`src/rtl/pat_pkg.sv`:
```
package pat_pkg;
  typedef enum logic [1:0] {
    STEP_HOLD = 2'd0,
    STEP_UP   = 2'd1,
    STEP_DOWN = 2'd2
  } step_e;
endpackage

```
`src/rtl/pat_tick_gen.sv`:
```
module pat_tick_gen #(
  parameter int unsigned DIV   = 10_000_000,
  parameter int unsigned CNT_W = (DIV > 1) ? $clog2(DIV) : 1
) (
  input  logic             clk_i,
  input  logic             rst_ni,
  output logic [CNT_W-1:0] phase_o,
  output logic             tick_o
);
  localparam logic [CNT_W-1:0] LAST = CNT_W'(DIV - 1);

  logic [CNT_W-1:0] cnt_q;

  // free-running; never adjusted by the tracking loop
  always_ff @(posedge clk_i or negedge rst_ni) begin
    if (!rst_ni)            cnt_q <= '0;
    else if (cnt_q == LAST) cnt_q <= '0;
    else                    cnt_q <= cnt_q + 1'b1;
  end

  assign phase_o = cnt_q;
  assign tick_o  = (cnt_q == '0);

  generate
    if (DIV > 1) begin : g_tick_chk
      a_r8_tick_single: assert property (@(posedge clk_i) disable iff (!rst_ni)
        tick_o |=> !tick_o);
      a_r8_wrap_to_tick: assert property (@(posedge clk_i) disable iff (!rst_ni)
        (phase_o == LAST) |=> tick_o);
    end
  endgenerate
endmodule

```
`src/rtl/pat_phase_det.sv`:
```
module pat_phase_det
  import pat_pkg::*;
#(
  parameter int unsigned DIV   = 10_000_000,
  parameter int unsigned CNT_W = (DIV > 1) ? $clog2(DIV) : 1
) (
  input  logic [CNT_W-1:0] phase_i,
  output step_e            step_o
);
  localparam logic [CNT_W-1:0] HALF = CNT_W'(DIV / 2);

  // pulse after tick -> late -> more delay; before next tick -> early
  always_comb begin
    if (phase_i == '0)        step_o = STEP_HOLD;
    else if (phase_i <= HALF) step_o = STEP_UP;
    else                      step_o = STEP_DOWN;
  end
endmodule

```
`src/rtl/pat_code_stepper.sv`:
```
module pat_code_stepper
  import pat_pkg::*;
#(
  parameter int unsigned CODE_W = 8
) (
  input  logic              clk_i,
  input  logic              rst_ni,
  input  logic              mode_var_i,
  input  logic [CODE_W-1:0] fixed_code_i,
  input  logic              pulse_i,
  input  step_e             step_i,
  output logic [CODE_W-1:0] code_o,
  output logic              sample_valid_o,
  output logic [CODE_W-1:0] sample_code_o
);
  localparam logic [CODE_W-1:0] MID  = CODE_W'(1) << (CODE_W - 1);
  localparam logic [CODE_W-1:0] CMAX = '1;

  logic [CODE_W-1:0] code_q, code_d;
  logic              sv_q;
  logic [CODE_W-1:0] sc_q;

  always_comb begin
    code_d = code_q;
    if (!mode_var_i) begin
      code_d = fixed_code_i;
    end else if (pulse_i) begin
      unique case (step_i)
        STEP_UP:   if (code_q != CMAX) code_d = code_q + 1'b1;
        STEP_DOWN: if (code_q != '0)   code_d = code_q - 1'b1;
        default:   code_d = code_q;
      endcase
    end
  end

  always_ff @(posedge clk_i or negedge rst_ni) begin
    if (!rst_ni) begin
      code_q <= MID;
      sv_q   <= 1'b0;
      sc_q   <= MID;
    end else begin
      code_q <= code_d;
      sv_q   <= pulse_i;
      if (pulse_i) sc_q <= code_q;
    end
  end

  assign code_o         = code_q;
  assign sample_valid_o = sv_q;
  assign sample_code_o  = sc_q;

  a_r2_max_one_step: assert property (@(posedge clk_i) disable iff (!rst_ni)
    (mode_var_i && pulse_i) |=>
      ((code_q == $past(code_q)) || (code_q == $past(code_q) + 1'b1) ||
       (code_q == $past(code_q) - 1'b1)));
  a_r3_no_wrap_hi: assert property (@(posedge clk_i) disable iff (!rst_ni)
    (mode_var_i && pulse_i && code_q == CMAX) |=> (code_q != '0));
  a_r3_no_wrap_lo: assert property (@(posedge clk_i) disable iff (!rst_ni)
    (mode_var_i && pulse_i && code_q == '0) |=> (code_q != CMAX));
  a_r4_hold_idle: assert property (@(posedge clk_i) disable iff (!rst_ni)
    (mode_var_i && !pulse_i) |=> $stable(code_q));
  a_r5_fixed_follow: assert property (@(posedge clk_i) disable iff (!rst_ni)
    !mode_var_i |=> (code_q == $past(fixed_code_i)));
  a_r7_sample_old_code: assert property (@(posedge clk_i) disable iff (!rst_ni)
    pulse_i |=> (sample_valid_o && sample_code_o == $past(code_q)));
  a_r7_strobe_only_after_pulse: assert property (@(posedge clk_i) disable iff (!rst_ni)
    !pulse_i |=> !sample_valid_o);
endmodule

```
`src/rtl/pat_range_mon.sv`:
```
module pat_range_mon #(
  parameter int unsigned CODE_W = 8,
  parameter int unsigned WIN    = 62
) (
  input  logic [CODE_W-1:0] code_i,
  output logic              out_of_range_o
);
  localparam int unsigned MID_I = 1 << (CODE_W - 1);
  localparam logic [CODE_W-1:0] HI = CODE_W'(MID_I + WIN);
  localparam logic [CODE_W-1:0] LO = CODE_W'(MID_I - WIN);

  assign out_of_range_o = (code_i >= HI) || (code_i <= LO);
endmodule

```
`src/rtl/pulse_align_tracker.sv`:
```
module pulse_align_tracker
  import pat_pkg::*;
#(
  parameter int unsigned DIV    = 10_000_000,
  parameter int unsigned CODE_W = 8,
  parameter int unsigned WIN    = 62
) (
  input  logic              clk_i,
  input  logic              rst_ni,
  input  logic              mode_var_i,
  input  logic [CODE_W-1:0] fixed_code_i,
  input  logic              pulse_i,
  output logic [CODE_W-1:0] code_o,
  output logic              sample_valid_o,
  output logic [CODE_W-1:0] sample_code_o,
  output logic              out_of_range_o,
  output logic              tick_o
);
  localparam int unsigned CNT_W = (DIV > 1) ? $clog2(DIV) : 1;

  logic [CNT_W-1:0] phase;
  step_e            step;

  pat_tick_gen #(.DIV(DIV), .CNT_W(CNT_W)) u_tick (
    .clk_i   (clk_i),
    .rst_ni  (rst_ni),
    .phase_o (phase),
    .tick_o  (tick_o)
  );

  pat_phase_det #(.DIV(DIV), .CNT_W(CNT_W)) u_det (
    .phase_i (phase),
    .step_o  (step)
  );

  pat_code_stepper #(.CODE_W(CODE_W)) u_step (
    .clk_i          (clk_i),
    .rst_ni         (rst_ni),
    .mode_var_i     (mode_var_i),
    .fixed_code_i   (fixed_code_i),
    .pulse_i        (pulse_i),
    .step_i         (step),
    .code_o         (code_o),
    .sample_valid_o (sample_valid_o),
    .sample_code_o  (sample_code_o)
  );

  pat_range_mon #(.CODE_W(CODE_W), .WIN(WIN)) u_range (
    .code_i         (code_o),
    .out_of_range_o (out_of_range_o)
  );

  a_r8_tick_ignores_pulse: assert property (@(posedge clk_i) disable iff (!rst_ni)
    (pulse_i && !tick_o && phase != CNT_W'(DIV - 1)) |=> !tick_o);
endmodule

```
`config.mk`:
```
export PLATFORM = sky130hd
export DESIGN_NAME = pulse_align_tracker
export DESIGN_NICKNAME = d
export VERILOG_FILES = /design/src/rtl/pat_pkg.sv /design/src/rtl/pat_tick_gen.sv /design/src/rtl/pat_phase_det.sv /design/src/rtl/pat_code_stepper.sv /design/src/rtl/pat_range_mon.sv /design/src/rtl/pulse_align_tracker.sv
export SDC_FILE = /design/constraint.sdc
export NUM_CORES = 1
export LEC_CHECK = 0
export BUFFER_PORTS_ARGS = -buffer_cell sky130_fd_sc_hd__buf_2
export CORE_MARGIN = 2
export CORE_UTILIZATION = 51
export CTS_CLUSTER_DIAMETER = 150
export CTS_CLUSTER_SIZE = 25
export DETAILED_ROUTE_END_ITERATION = 8
export PLACE_DENSITY = 0.77
export SYNTH_ARGS = -nofsm -noshare
export SYNTH_HDL_FRONTEND = slang
export SYNTH_SLANG_ARGS = --single-unit
```
`constraint.sdc`:
```
create_clock -name clk_i -period 3.2 [get_ports clk_i]
set_input_delay 0.32 -clock clk_i [delete_from_list [all_inputs] [get_ports clk_i]]
set_output_delay 0.32 -clock clk_i [all_outputs]
set_load 0.01 [all_outputs]
```
==> flow_summary.ini <==
[route]
drt-initial-drc-count = 158
drc = 0
via_per_inst = 5.57
dr_total_vias = 1877
wl_mm = 5.43
drt_first_pass_iters = 4
wl_per_cell_um = 16.1
ant_nets = 0

[synth]
synth.top_cell.area_share_pct = 42.7
yosysUniqueCellTypes = 41
yosysTopAreaCell = dfrtp_1
syn_area_mm2 = 0.00229
synthArstFlopShare_pct = 100
ys_top_cells_by_area = dfrtp_1, xnor2_1, nor2_1, ha_1, mux2_2
syn_area_per_cell_um2 = 9.99
yosysSeqAreaShare_pct = 45.0
yosys_register_bits = 41
synthCells = 229
syn_nets = 250
synth_warnings = 0
synth_edf_count = 0
ys.flop_type = dfrtp_1

[place]
gp_congestion = 0.941
io_buffers = 30
dpl.hpwl_mm = 3.92
place_ws_ns = -0.0831
placed_cell_area_mm2 = 0.00262

[floorplan]
core_area_mm2 = 0.00432
rows = 24
die_w_um = 71.0
initial_core_util_pct = 52.9
num_io_pins = 31
die_height_um = 71.0
die-area_mm2 = 0.00504

[worst_setup_path]
cp_max_fo = 3
startpoint_type = flop
worstPathArrival_ns = 3.43
reg2reg_slack_ns = -0.003
required_ns = 3.42
cp-end-kind = flop
worst-setup-path-type = reg2reg

[grt]
busiest_layer = met2
antenna_found_initial = 0
grt_use_met2_pct = 37.1
met1_usage_pct = 29.3
grt_pass1_wl_mm = 8.89
grt_pass1_vias = 1924
grt_use_total_pct = 22.5
grt_start_max_net_pins = 42
grt_overflow = 0
grtUsageMet3_pct = 3.85

[finish]
area_growth_pct = 25.1
antennaDiodeCount = 0
drive_gt1_share_pct = 32.6
design_area_mm2 = 0.00286
nets = 305
layout_commonest_cell = dfrtp_1
final_cell_mix = dfrtp_1, nor2_1, buf_2

[cts]
clockRootBuffer = clkbuf_8
clk_pin_slew_ns = 0.08
cts_tree = built
cts_buffer_depth = 2
clock_latency_ns = 0.30
postCtsHoldBufs = 0
ctsHtreeMaxLevel = 2
clock_sinks = 41
cts_inserted_buffers = 5

[status]
violations = negative setup slack
status = complete, but fails checks

[timing]
fin_ws_ns = -0.00289
tightest_slew_ns = 0.922
setup_viol = 1
hold_viol_final = 0
rsz0062_at_grt = yes
period_share_pct = 100
hold_ws_ns = 0.153
timing.fmax_mhz = 312
slew_headroom_pct = 38.5
min_period_ns = 3.20
finClkSkew_ns = 0.00402
final_max_slew_viol_count = 0

[power_and_ir_drop]
leakagePower_nw = 1.35
ir_drop_v = 0.000305
power-per-cell-area_mw_per_mm2 = 424

[worst_hold_path]
hold_class = in2async

[job]
max_cap_violations = 0
state kept, by name, summed over array words and instances (netlist names):
signal and flops:
u_tick.phase_o 24, u_step.code_o 8, u_step.sample_code_o 8, u_step.sample_valid_o 1
cell type report:
class,instances,area [um^2]
clock inverter,3,46.3
clock buffer,5,68.8
tap,52,65.1
inverter,10,40.0
sequential,41,1030
fill,350,1460
multi-input combinational,173,1290
timing repair buffer,53,323
Yosys cell counts (2+ instances only):
cell,count
a21o_2,2
a21oi_1,9
a31oi_1,2
and2_1,3
and3_1,5
clkbuf_1,5
dfrtp_1,39
dfstp_2,2
ha_1,8
inv_1,10
mux2_2,8
mux2i_1,6
nand2_1,14
nand3_1,12
nand4_1,7
nand4b_1,2
nor2_1,30
nor2b_1,3
nor3_1,8
nor4_1,5
o211a_1,2
o21ai_0,3
or4_4,2
xnor2_1,16
xor2_1,10
where the power goes:
group / switching [mW] / total (mW) / internal (mW)
clock: 0.187 / 0.420 / 0.233
combinational: 0.104 / 0.203 / 0.0993
sequential: 0.0384 / 0.589 / 0.551
total: 0.329 / 1.21 / 0.884
path summary, 6_finish.rpt:
path,from,end,cells after the start
setup / recovery,u_tick.phase_o[12],u_step.code_o[7],12
hold / removal,rst_ni,u_tick.phase_o[19],1
setup reg to reg,u_tick.phase_o[12],u_step.code_o[7],12
hold reg to reg,u_tick.phase_o[4],u_tick.phase_o[4],1
max in group asynchronous,rst_ni,u_tick.phase_o[17],1
min in group clk_i,fixed_code_i[7],u_step.code_o[7],3
through the flow:
step	power, mW	setup TNS, ns	cells	utilization, %
floorplan	0.701	-0.00834	229	-
global placement	0.780	0	323	60.6
detailed placement	0.787	-0.147	323	60.6
CTS	1.21	-0.00101	331	63.4
global route	1.27	-0.258	337	66.2
finish	1.21	-0.00289	337	66.2
metal layers:
| metal | up-vias | part of all wire, % |
|---|---|---|
| li1 | 908 | - |
| met1 | 896 | 43 |
| met2 | 66 | 50 |
| met3 | 7 | 4.8 |
| met4 | 0 | 1.5 |
| met5 | - | 0 |
kinds of logic (layout without fill, tap and decap cells):
family | after synthesis | count (layout) | synth area share (%)
xor gates and xnor gates | 26 | 26 | 9.96
and+or+nand+nor | 95 | 95 | 21.0
buffers and inverters | 15 | 71 | 2.46
AOI/OAI and AO/OA | 28 | 28 | 9.14
adders and majority gates | 9 | 9 | 5.25
DFF | 41 | 41 | 45.0
muxes | 15 | 15 | 7.22
worst max-delay path, cell delays in order, from the launching register on:
cell,delay (ns)
dfrtp_1,0.41
or4_4,0.53
or4_4,0.44
a21o_4,0.24
inv_4,0.08
ha_4,0.19
a21o_1,0.18
a21oi_2,0.19
o21ai_2,0.11
o41ai_2,0.24
xor2_1,0.25
nand3_1,0.10
a31oi_1,0.17
what timing repair did:
item | CTS | global route
endpoints found under the setup margin | 2 | 2
buffers inserted | 0 | 6
pin swaps | 3 | 5
resized for setup | 2 | 11
No activity file was read; power rests on OpenSTA's default activity.
